--- config.mk ---
export PLATFORM = sky130hd
export DESIGN_NAME = pwr_mode_seq
export DESIGN_NICKNAME = d
export VERILOG_FILES = /design/src/rtl/pwr_mode_seq.sv
export SDC_FILE = /design/constraint.sdc
export NUM_CORES = 1
export LEC_CHECK = 0
export CAP_MARGIN = 0
export CORE_MARGIN = 5
export CORE_UTILIZATION = 60
export CTS_BUF_LIST = sky130_fd_sc_hd__clkbuf_4
export CTS_CLUSTER_DIAMETER = 200
export DETAILED_ROUTE_END_ITERATION = 12
export DONT_BUFFER_PORTS = 1
export PLACE_DENSITY_LB_ADDON = 0.2
export SYNTH_ARGS = -nofsm -noshare
export SYNTH_HDL_FRONTEND = slang
export SYNTH_SLANG_ARGS = --single-unit
export TNS_END_PERCENT = 10
--- constraint.sdc ---
create_clock -name clk -period 3.08 [get_ports clk]
set_input_delay 0.308 -clock clk [delete_from_list [all_inputs] [get_ports clk]]
set_output_delay 0.308 -clock clk [all_outputs]
set_load 0.02 [all_outputs]
--- src/rtl/pwr_mode_seq.sv ---
module pwr_mode_seq #(
  parameter int MULT_W = 6,
  parameter logic [MULT_W-1:0] DEF_MULT = 10,
  parameter int SETTLE_CYC = 16
) (
  input  logic              clk,
  input  logic              rst_n,
  input  logic              req_valid,
  input  logic [2:0]        req_mode,
  input  logic              pll_en,
  input  logic              bypass,
  input  logic [MULT_W-1:0] mult_pend,
  input  logic              wakeup,
  input  logic              pin_reset,
  output logic              cclk_en,
  output logic              sclk_en,
  output logic              pll_on,
  output logic              pll_bypass,
  output logic              vdd_en,
  output logic [2:0]        mode_o,
  output logic [MULT_W-1:0] mult_o,
  output logic              req_err
);
  localparam logic [2:0] M_FULL = 3'd0, M_ACT = 3'd1, M_SLP = 3'd2,
                         M_DEEP = 3'd3, M_HIB = 3'd4, M_SETL = 3'd5;
  localparam int CNT_W = $clog2(SETTLE_CYC + 1);
  localparam logic [CNT_W-1:0] CNT_LAST = CNT_W'(SETTLE_CYC - 1);

  logic [2:0]       mode, nxt;
  logic [CNT_W-1:0] cnt;
  logic             slp_byp;
  logic [2:0]       resume;

  wire awake    = (mode == M_FULL) || (mode == M_ACT);
  wire needs_pll = (req_mode == M_FULL) || (req_mode == M_SLP);
  wire legal    = awake && !pin_reset && (req_mode <= M_HIB) && !(needs_pll && !pll_en);
  assign resume = bypass ? M_ACT : M_FULL;

  always_comb begin
    nxt = mode;
    case (mode)
      M_FULL, M_ACT: begin
        if (pin_reset) nxt = M_FULL;
        else if (req_valid && legal) nxt = req_mode;
      end
      M_SLP: begin
        if (pin_reset) nxt = M_FULL;
        else if (wakeup) nxt = resume;
      end
      M_DEEP: if (pin_reset) nxt = resume;
      M_HIB:  if (pin_reset) nxt = M_SETL;
      M_SETL: if (cnt == CNT_LAST) nxt = resume;
      default: nxt = M_FULL;
    endcase
  end

  always_ff @(posedge clk or negedge rst_n) begin
    if (!rst_n) begin
      mode    <= M_FULL;
      mult_o  <= DEF_MULT;
      req_err <= 1'b0;
      cnt     <= '0;
      slp_byp <= 1'b0;
    end else begin
      mode    <= nxt;
      req_err <= req_valid && !legal;
      if (nxt == M_FULL && mode != M_FULL) mult_o <= mult_pend;
      if (nxt == M_SLP && mode != M_SLP) slp_byp <= (mode == M_ACT);
      if (mode == M_SETL) cnt <= cnt + 1'b1;
      else cnt <= '0;
    end
  end

  assign mode_o     = mode;
  assign cclk_en    = awake;
  assign sclk_en    = awake || (mode == M_SLP);
  assign pll_on     = (mode == M_FULL) || (mode == M_SLP) || (mode == M_SETL) ||
                      ((mode == M_ACT) && pll_en);
  assign pll_bypass = (mode == M_ACT) || ((mode == M_SLP) && slp_byp);
  assign vdd_en     = (mode != M_HIB);
endmodule


==> reports/results.md, run 1 <==
| Item | This run |
|---|---|
| Status | completed |
| Final design instance area without fill | 965 um^2 |
| RePlAce Congestion | 0.767 |
| Final hold viol count | 0 |
| Net switching fraction of the power | 0.426 |
| Clock network latency to the later pin of the worst-skew pair | 0.28 ns |
| Commonest register cell after synthesis | dfrtp_1 |
| Max-capacitance violation count | 0 |
| Initial core utilization | 0.629 |
| Combinational fraction of design power | 0.397 |
| FF+latch count, synth | 16 |
| DP HPWL | 1230 um |
| Post-cts hold buffer count | 1 |
| Final critical-path required period | 2.16 ns |
| Warnings, synthesis | 0 |
| Worst-case setup margin in the final layout | 0.919 ns |
| Avg Synthesized Cell Area | 11.1 um^2 |
| Vias after detailed routing | 598 |
| Setup repair after global routing missed its margin | no |
| Fraction of final layout cells with drive strength greater than 1 | 0.209 |
| CP max FO | 6 |
| Arrival time of data at the critical path endpoint | 2.34 ns |
| Capturing element type of the critical path | flip-flop |
| Internal power | 0.525 mW |
| Switching Power | 0.389 mW |
| Measured slew at the worst slew-check pin | 0.704 ns |
| Wire per inst | 16.0 um |
| Count of unresolved DRC violations after routing | 0 |
| CTS tree | yes |
| Distinct cell type count of the synthesized netlist | 37 |
| DIE HEIGHT | 49.5 um |
| WHS Path Cells | 1 |
| Kind of path behind the tightest hold check | in2reg |
| Library cell used as clock root buffer | clkbuf_4 |
| Number of clock buffers inserted by TritonCTS | 3 |
| Most frequent cells in the layout | 14 x dfrtp_1, 7 x nor2_1, 6 x mux2_4, 5 x nand2b_1 |
| Worst flop-to-flop path startpoint | cnt[0]$_DFF_PN0_ |
| Final total negative setup slack | 0 ns |
| Pre-CTS setup slack | 0.909 ns |
| Clock-pin slew on the worst setup and hold paths | 0.09 ns |
| Final clock skew | 0.00176 ns |
| Origin of the worst min-delay path | req_valid |
| Sequential power share | 0.481 |
| Aggregate global routing overflow | 0 |
| Core Box Area | 1490 um^2 |
| Post-synthesis cell count | 84 |
| TritonRoute pass-1 iters | 3 |
| Aggregate global-route resource usage | 0.149 |
| Site Rows | 14 |
| Die width | 49.5 um |
| Largest vdd supply drop | 0.000500 V |
| Nets in the synthesized netlist | 102 |
| Maximum clock insertion buffer count | 2 |
| I/O pin total | 31 |
| Postcts setup bufs | 0 |
| Synth-to-Final Area Change | 3.07% |
| Type of the setup path with the least slack | reg2reg |
| Most common cell after layout, fill and taps aside | dfrtp_1 |
| Total standard cell area after synthesis | 936 um^2 |
| Post-synth EDFFs | 0 |
| Minimum hold slack | 0.144 ns |
| Terminus of the critical flop-to-flop path | mult_o[5]$_DFFE_PN0P_ |
| Pwr Density | 947 nW/um^2 |
| Worst reg2reg setup slack | 0.92 ns |
| Clock share of power | 0.123 |
| Starting DRC count in detailed routing | 4 |
| Deepest level of the CTS H-tree | 1 |
| Initial antenna violation count | 0 |
| Register area share after synthesis | 0.430 |
| CP Launch Type | flip-flop |
| Count of pins over their slew limit | 0 |
| Post-cts gate resize count | 0 |
| FMAX | 463 MHz |
| Final cycle utilization of the critical path | 0.702 |
| Proportion of register bits with asynchronous set or reset after synthesis | 1.00 |
| Largest net degree at the start of global routing | 18 |
| Final net count | 105 |
| Overall routed net length | 1630 um |
| Number of global-route vias before repair | 621 |
| # port buffers | 0 |
| Number of cells on the worst reg-to-reg path | 8 |
| Post-DP Area | 928 um^2 |
| Finish-stage setup viols | 0 |
| Number of sinks handled by clock tree synthesis | 16 |
| Headroom to the max-slew limit | 0.529 |
| Die outline area | 2450 um^2 |
| Worst path required time | 3.26 ns |
| Via/cell ratio | 5.86 |
| Capture endpoint of the worst hold path | req_err$_DFF_PN0_ |
| # diodes | 0 |
| Leakage power figure | 0.436 nW |
| Wire length of the first global-routing pass | 2880 um |
| Antenna-violating nets left | 0 |
[area by class of cell]
class / count / area (um^2)
Fill cell: 130 / 524
Multi-Input combinational cell: 61 / 490
Sequential cell: 16 / 403
Clock buffer: 3 / 22.5
Tap cell: 16 / 20.0
Inverter: 4 / 15.0
Timing Repair Buffer: 1 / 10.0
Clock inverter: 1 / 3.75
[state kept, by name, indices dropped and copies added, names as in the netlist]
| register | cells |
|---|---|
| cnt | 5 |
| mode_o | 3 |
| mult_o | 6 |
| req_err | 1 |
| slp_byp | 1 |
[worst max path at each step]
stage | start | slack [ns] | cells after the start | to
floorplan | cnt[0]$_DFF_PN0_ | 1.06 | 8 | mult_o[0]$_DFFE_PN0P_
global placement | cnt[0]$_DFF_PN0_ | 0.98 | 8 | mult_o[2]$_DFFE_PN0P_
detailed placement | cnt[0]$_DFF_PN0_ | 0.91 | 8 | mult_o[2]$_DFFE_PN0P_
CTS | cnt[0]$_DFF_PN0_ | 0.90 | 8 | mult_o[5]$_DFFE_PN0P_
global route | cnt[0]$_DFF_PN0_ | 0.77 | 8 | mult_o[5]$_DFFE_PN0P_
finish | cnt[0]$_DFF_PN0_ | 0.92 | 8 | mult_o[5]$_DFFE_PN0P_
[layer usage]
metal,wire length (um),up-vias,share of wire,global-route usage
met3,115,2,0.070,0.0512
met5,0,-,0,0
met2,745,19,0.46,0.215
met4,18,0,0.011,0.0655
li1,-,300,-,-
met1,756,277,0.46,0.200
[worst max-delay path: stages (launching register included)]
cell	delay, ns
dfrtp_1	0.38
ha_1	0.18
and3_1	0.17
ha_1	0.14
nand2_1	0.08
a22o_4	0.30
a311oi_4	0.30
nand3b_4	0.17
mux2_4	0.32
[cell families (layout without fill, tap and decap cells)]
group	after synthesis	in the layout	synth area share
compound gates	15	15	0.131
simple gates	35	35	0.241
flops	16	16	0.430
buf+inv	7	9	0.0454
mux	7	7	0.107
xor+xnor	2	2	0.0187
fa+ha+maj	2	2	0.0267
[Yosys cell counts, types with 2 or more instances]
library cell  count  area [um^2]
o21ai_0           4         20.0
a21oi_1           4         20.0
or2b_1            2         15.0
nor3_1            2         10.0
dfrtp_1          14          350
nor2_1            7         26.3
nand2b_1          5         31.3
nand2_1           4         15.0
inv_1             4         15.0
nor3b_1           2         15.0
mux2_4            6         90.1
buf_6             2         22.5
ha_1              2         25.0
dfstp_2           2         52.6
nand3_1           2         10.0
[stage by stage]
| step | instances | util | power, mW |
|---|---|---|---|
| after floorplan | 84 | - | 0.771 |
| after global placement | 97 | 0.624 | 0.799 |
| after detailed placement | 97 | 0.624 | 0.806 |
| after CTS | 102 | 0.648 | 0.925 |
| after global routing | 102 | 0.648 | 0.971 |
| final | 102 | 0.648 | 0.913 |
[power by group through the flow]
stage | sequential, mW | clock, mW | combinational (mW)
2_1_floorplan | 0.401 | 0 | 0.370
3_3_place_gp | 0.443 | 0 | 0.355
3_5_place_dp | 0.445 | 0 | 0.361
4_1_cts | 0.442 | 0.117 | 0.366
5_1_grt | 0.454 | 0.128 | 0.390
6_report | 0.439 | 0.112 | 0.362
(Power assumes the default switching activity.)
==> run 2, diff against run 1 <==
- clock period: 3.08 -> 1.99 ns (I/O delays scaled with it)
==> reports/results.md, run 2 (synthesis results as in run 1) <==
| Item | This run |
|---|---|
| Final cycle utilization of the critical path | 1.03 |
| Post-DP Area | 1000 um^2 |
| Most frequent cells in the layout | 14 x dfrtp_1, 11 x buf_4, 7 x nor2_1, 6 x mux2_4, 5 x nand2b_1 |
| Switching Power | 0.635 mW |
| Crit-path cells | ha_2 > and3_1 > ha_1 > nand2_2 > a22o_4 > a311oi_4 > nand3b_4 > mux2_4 |
| Die width | 49.5 um |
| Wire length of the first global-routing pass | 3250 um |
| Levels on crit path | 8 |
| Library cell used as clock root buffer | clkbuf_4 |
| I/O pin total | 31 |
| Initial antenna violation count | 0 |
| Final design instance area without fill | 1060 um^2 |
| Arrival time of data at the critical path endpoint | 2.23 ns |
| # diodes | 0 |
| Synth-to-Final Area Change | 13.0% |
| Kind of cell adding the most delay to the critical path | compound AO/OA/AOI/OAI gates |
| Sequential power share | 0.404 |
| Most common cell after layout, fill and taps aside | dfrtp_1 |
| DIE HEIGHT | 49.5 um |
| FMAX | 486 MHz |
| RePlAce Congestion | 0.828 |
| Capturing element type of the critical path | flip-flop |
| Headroom to the max-slew limit | 0.521 |
| Worst-case setup margin in the final layout | -0.0668 ns |
| Starting DRC count in detailed routing | 5 |
| Failing checks | negative setup slack |
| Total power | 1.53 mW |
| # port buffers | 0 |
| WHS Path Cells | 1 |
| Antenna-violating nets left | 0 |
| CP max FO | 6 |
| Leakage power figure | 0.493 nW |
| Finish-stage setup viols | 6 |
| Clock share of power | 0.110 |
| Measured slew at the worst slew-check pin | 0.715 ns |
| TritonRoute pass-1 iters | 4 |
| CP Launch Type | flip-flop |
| CTS tree | yes |
| Max-capacitance violation count | 0 |
| Site Rows | 14 |
| Total of fill cells in the finished design | 115 |
| Final clock skew | 0.00860 ns |
| Pwr Density | 1450 nW/um^2 |
| Die outline area | 2450 um^2 |
| Peak per-stage delay on the critical path | 0.36 ns |
| Number of buffer and inverter instances along the worst setup path | 0 |
| Kind of path behind the tightest hold check | in2reg |
| Vias after detailed routing | 659 |
| Aggregate global routing overflow | 0 |
| Number of cells on the worst reg-to-reg path | 8 |
| Clock-pin slew on the worst setup and hold paths | 0.09 ns |
| Count of unresolved DRC violations after routing | 0 |
| Setup repair after global routing missed its margin | yes |
| Initial core utilization | 0.629 |
| Overall routed net length | 1940 um |
| Fraction of final layout cells with drive strength greater than 1 | 0.330 |
| Net switching fraction of the power | 0.415 |
| Largest vdd supply drop | 0.000824 V |
| Final critical-path required period | 2.06 ns |
| Final net count | 116 |
| Worst path required time | 2.16 ns |
| Maximum clock insertion buffer count | 2 |
| Deepest level of the CTS H-tree | 1 |
| Number of flip-flops in the largest register | 6 |
| Via/cell ratio | 5.83 |
| Highest-delay cell along the critical path | dfrtp_1 |
| Final hold viol count | 0 |
| Wire per inst | 17.2 um |
| Number of global-route vias before repair | 727 |
| Largest net degree at the start of global routing | 17 |
| Type of the setup path with the least slack | reg2reg |
| Combinational fraction of design power | 0.487 |
| DP HPWL | 1460 um |
| Clock network latency to the later pin of the worst-skew pair | 0.28 ns |
| Number of sinks handled by clock tree synthesis | 16 |
| Number of clock buffers inserted by TritonCTS | 3 |
| Aggregate global-route resource usage | 0.169 |
| Register with the most flip-flops | mult_o |
| Count of pins over their slew limit | 0 |
| Internal power | 0.894 mW |
| Core Box Area | 1490 um^2 |
| Status | complete, but fails checks |
run 2: cell count changes in the layout (fill, tap and decap cells not counted), sizes merged:
cell / delta
buf: +11
run 2: power groups by stage:
| stage | logic, mW | clock network (mW) | registers (mW) |
|---|---|---|---|
| CTS | 0.738 | 0.171 | 0.616 |
| global route | 0.807 | 0.196 | 0.631 |
| detailed placement | 0.726 | 0 | 0.620 |
| floorplan | 0.569 | 0 | 0.621 |
| finish | 0.744 | 0.168 | 0.617 |
| global placement | 0.703 | 0 | 0.622 |
run 2: cell type report:
cell class                 instances  area (um^2)  area share
inverter                           4         15.0      0.0142
tap                               16         20.0      0.0189
clock buffer                       3         22.5      0.0213
multi-input combinational         61          500       0.473
clock inverter                     1         3.75     0.00355
sequential                        16          403       0.381
timing repair buffer              12         92.6      0.0876
run 2: timing repair:
item / in CTS / in global routing
endpoints found under the setup margin: 6 / 7
pin swaps: 1 / 1
hold endpoints to repair: 16 / 0
hold buffers: 1 / 0
gates resized for setup: 0 / 3
setup buffers: 0 / 1
run 2: per-layer routing:
metal / track usage / share of wire / wire (um) / up-vias
met3: 0.0482 / 0.066 / 129 / 2
met2: 0.279 / 0.51 / 996 / 24
met5: 0 / 0 / 0 / -
li1: - / - / - / 322
met1: 0.199 / 0.41 / 789 / 311
met4: 0.0830 / 0.014 / 27 / 0
run 2: through the flow:
step	setup TNS, ns	utilization	setup slack [ns]	hold slack (ns)	cells
3_5_place_dp	-0.309	0.674	-0.0754	-0.0962	107
2_1_floorplan	0	-	0.0172	-0.0966	84
4_1_cts	-0.400	0.698	-0.0888	0.0462	112
5_1_grt	-0.943	0.710	-0.180	0.0371	113
3_3_place_gp	0	0.674	0.00972	-0.0962	107
6_report	-0.279	0.710	-0.0668	0.0506	113
run 2: final timing paths:
path | start | end | slack (ns)
max reg2reg | cnt[0]$_DFF_PN0_ | mult_o[2]$_DFFE_PN0P_ | -0.07
min | req_valid | req_err$_DFF_PN0_ | 0.05
min in group asynchronous | rst_n | mode_o[2]$_DFF_PN0_ | 0.41
min reg2reg | slp_byp$_DFFE_PN0P_ | slp_byp$_DFFE_PN0P_ | 0.53
max in group asynchronous | rst_n | req_err$_DFF_PN0_ | 1.13
max | cnt[0]$_DFF_PN0_ | mult_o[2]$_DFFE_PN0P_ | -0.07
run 2: worst register-to-register path: cells and delay by family (launching register included):
family          cells  cell delay, ns
compound gates      2            0.51
simple gates        3            0.41
fa+ha+maj           2            0.34
flops               1            0.36
mux                 1            0.34
==> run 3, diff against run 2 <==
- CORE_UTILIZATION: 60 -> 58
- clock period: 1.99 -> 1.8 ns (I/O delays scaled with it)
==> reports/results.md, run 3 (synthesis results as in run 1) <==
| Item | This run |
|---|---|
| Most frequent cells in the layout | 14 x dfrtp_1, 12 x buf_4, 7 x nor2_1, 6 x mux2_4, 5 x nand2b_1 |
| Fraction of final layout cells with drive strength greater than 1 | 0.337 |
| Number of flip-flops in the largest register | 6 |
| Max-capacitance violation count | 0 |
| Postcts setup bufs | 0 |
| Area occupied by registers | 403 um^2 |
| Status | complete, but fails checks |
| Total instance count after detailed placement | 109 |
| Final design instance area without fill | 1060 um^2 |
| Final net count | 117 |
| Failing checks | negative setup slack |
| Headroom to the max-slew limit | 0.524 |
| Crit-path cells | ha_2 > and3_1 > ha_1 > nand2_2 > a22o_4 > a311oi_4 > nand3b_4 > mux2_4 |
| Largest net degree at the start of global routing | 17 |
| DP HPWL | 1400 um |
| RePlAce Congestion | 0.781 |
| Highest-delay cell along the critical path | dfrtp_1 |
| Number of clock buffers inserted by TritonCTS | 3 |
| # port buffers | 0 |
| Core Box Area | 1520 um^2 |
| Leakage power figure | 0.498 nW |
| Wire per inst | 15.6 um |
| Via/cell ratio | 5.89 |
| Worst path required time | 1.97 ns |
| Post-DP Area | 1020 um^2 |
| Aggregate global routing overflow | 0 |
| Antenna-violating nets left | 0 |
| Final hold viol count | 0 |
| Initial antenna violation count | 0 |
| Maximum clock insertion buffer count | 2 |
| # diodes | 0 |
| Synth-to-Final Area Change | 13.8% |
| Most common cell after layout, fill and taps aside | dfrtp_1 |
| Overall routed net length | 1770 um |
| Initial core utilization | 0.614 |
| Number of buffer and inverter instances along the worst setup path | 0 |
| Kind of path behind the tightest hold check | in2reg |
| Type of the setup path with the least slack | reg2reg |
| Number of global-route vias before repair | 693 |
| Site Rows | 14 |
| Measured slew at the worst slew-check pin | 0.711 ns |
| Register with the most flip-flops | mult_o |
| Number of sinks handled by clock tree synthesis | 16 |
| Vias after detailed routing | 671 |
| Final cycle utilization of the critical path | 1.13 |
| Count of pins over their slew limit | 0 |
| FMAX | 493 MHz |
| Largest vdd supply drop | 0.000977 V |
| I/O pin total | 31 |
| Final critical-path required period | 2.03 ns |
| Pwr Density | 1590 nW/um^2 |
| DIE HEIGHT | 50.2 um |
| Kind of cell adding the most delay to the critical path | compound AO/OA/AOI/OAI gates |
| Final total negative setup slack | -1.31 ns |
| Library cell used as clock root buffer | clkbuf_4 |
| Finish-stage setup viols | 7 |
| Final clock skew | 0.00712 ns |
| Die outline area | 2520 um^2 |
| CP Launch Type | flip-flop |
| Arrival time of data at the critical path endpoint | 2.20 ns |
| Worst-case setup margin in the final layout | -0.230 ns |
| CTS tree | yes |
| Multi-input combinational cell area | 500 um^2 |
| TritonRoute pass-1 iters | 3 |
| Total of fill cells in the finished design | 118 |
| CP max FO | 6 |
| Final std cells w/o fill | 114 |
| Total power | 1.69 mW |
| Capturing element type of the critical path | flip-flop |
| Clock network latency to the later pin of the worst-skew pair | 0.28 ns |
| Wire length of the first global-routing pass | 3060 um |
| Pre-CTS setup slack | -0.243 ns |
| Deepest level of the CTS H-tree | 1 |
| Aggregate global-route resource usage | 0.156 |
| Count of unresolved DRC violations after routing | 0 |
| Peak per-stage delay on the critical path | 0.37 ns |
| Die width | 50.2 um |
| Setup repair after global routing missed its margin | yes |
| Clock-pin slew on the worst setup and hold paths | 0.10 ns |
| Starting DRC count in detailed routing | 7 |
run 3: power breakdown:
part / total, mW / switching, mW / internal, mW
combinational: 0.815 / 0.392 / 0.422
clock: 0.189 / 0.109 / 0.0803
sequential: 0.686 / 0.192 / 0.494
run 3: per-stage QoR:
stage          hold slack [ns]   util
2_1_floorplan           -0.116      -
3_3_place_gp            -0.115  0.670
3_5_place_dp            -0.115  0.670
4_1_cts                0.00930  0.697
5_1_grt                 0.0111  0.699
6_report                0.0200  0.699
run 3: cell type report:
type / instances / area share
Sequential cell: 16 / 0.378
Clock buffer: 3 / 0.0212
Clock inverter: 1 / 0.00353
Timing Repair Buffer: 13 / 0.0940
Multi-Input combinational cell: 61 / 0.470
Tap cell: 16 / 0.0188
Inverter: 4 / 0.0141
run 3: timing repair:
item	in CTS	in global routing
hold endpoints to repair	16	0
endpoints found under the setup margin	7	7
hold buffers	1	0
pin swaps	1	0
gates resized for setup	1	1
cloned	0	0
run 3: final timing paths:
path	startpoint	to	slack [ns]	cells past startpoint
min in group asynchronous	rst_n	req_err$_DFF_PN0_	0.38	1
worst max-delay path	cnt[1]$_DFF_PN0_	mult_o[0]$_DFFE_PN0P_	-0.23	8
max in group asynchronous	rst_n	mult_o[4]$_DFFE_PN0P_	0.96	1
worst min register to register	slp_byp$_DFFE_PN0P_	slp_byp$_DFFE_PN0P_	0.53	2
worst min-delay path	req_valid	req_err$_DFF_PN0_	0.02	1
worst max register to register	cnt[1]$_DFF_PN0_	mult_o[0]$_DFFE_PN0P_	-0.23	8
run 3: per-layer routing:
| layer | track usage | share of wire | up-vias |
|---|---|---|---|
| met5 | 0 | 0 | - |
| met4 | 0.0742 | 0.013 | 0 |
| met3 | 0.0503 | 0.060 | 4 |
| met2 | 0.255 | 0.51 | 15 |
| met1 | 0.182 | 0.42 | 331 |
| li1 | - | - | 321 |
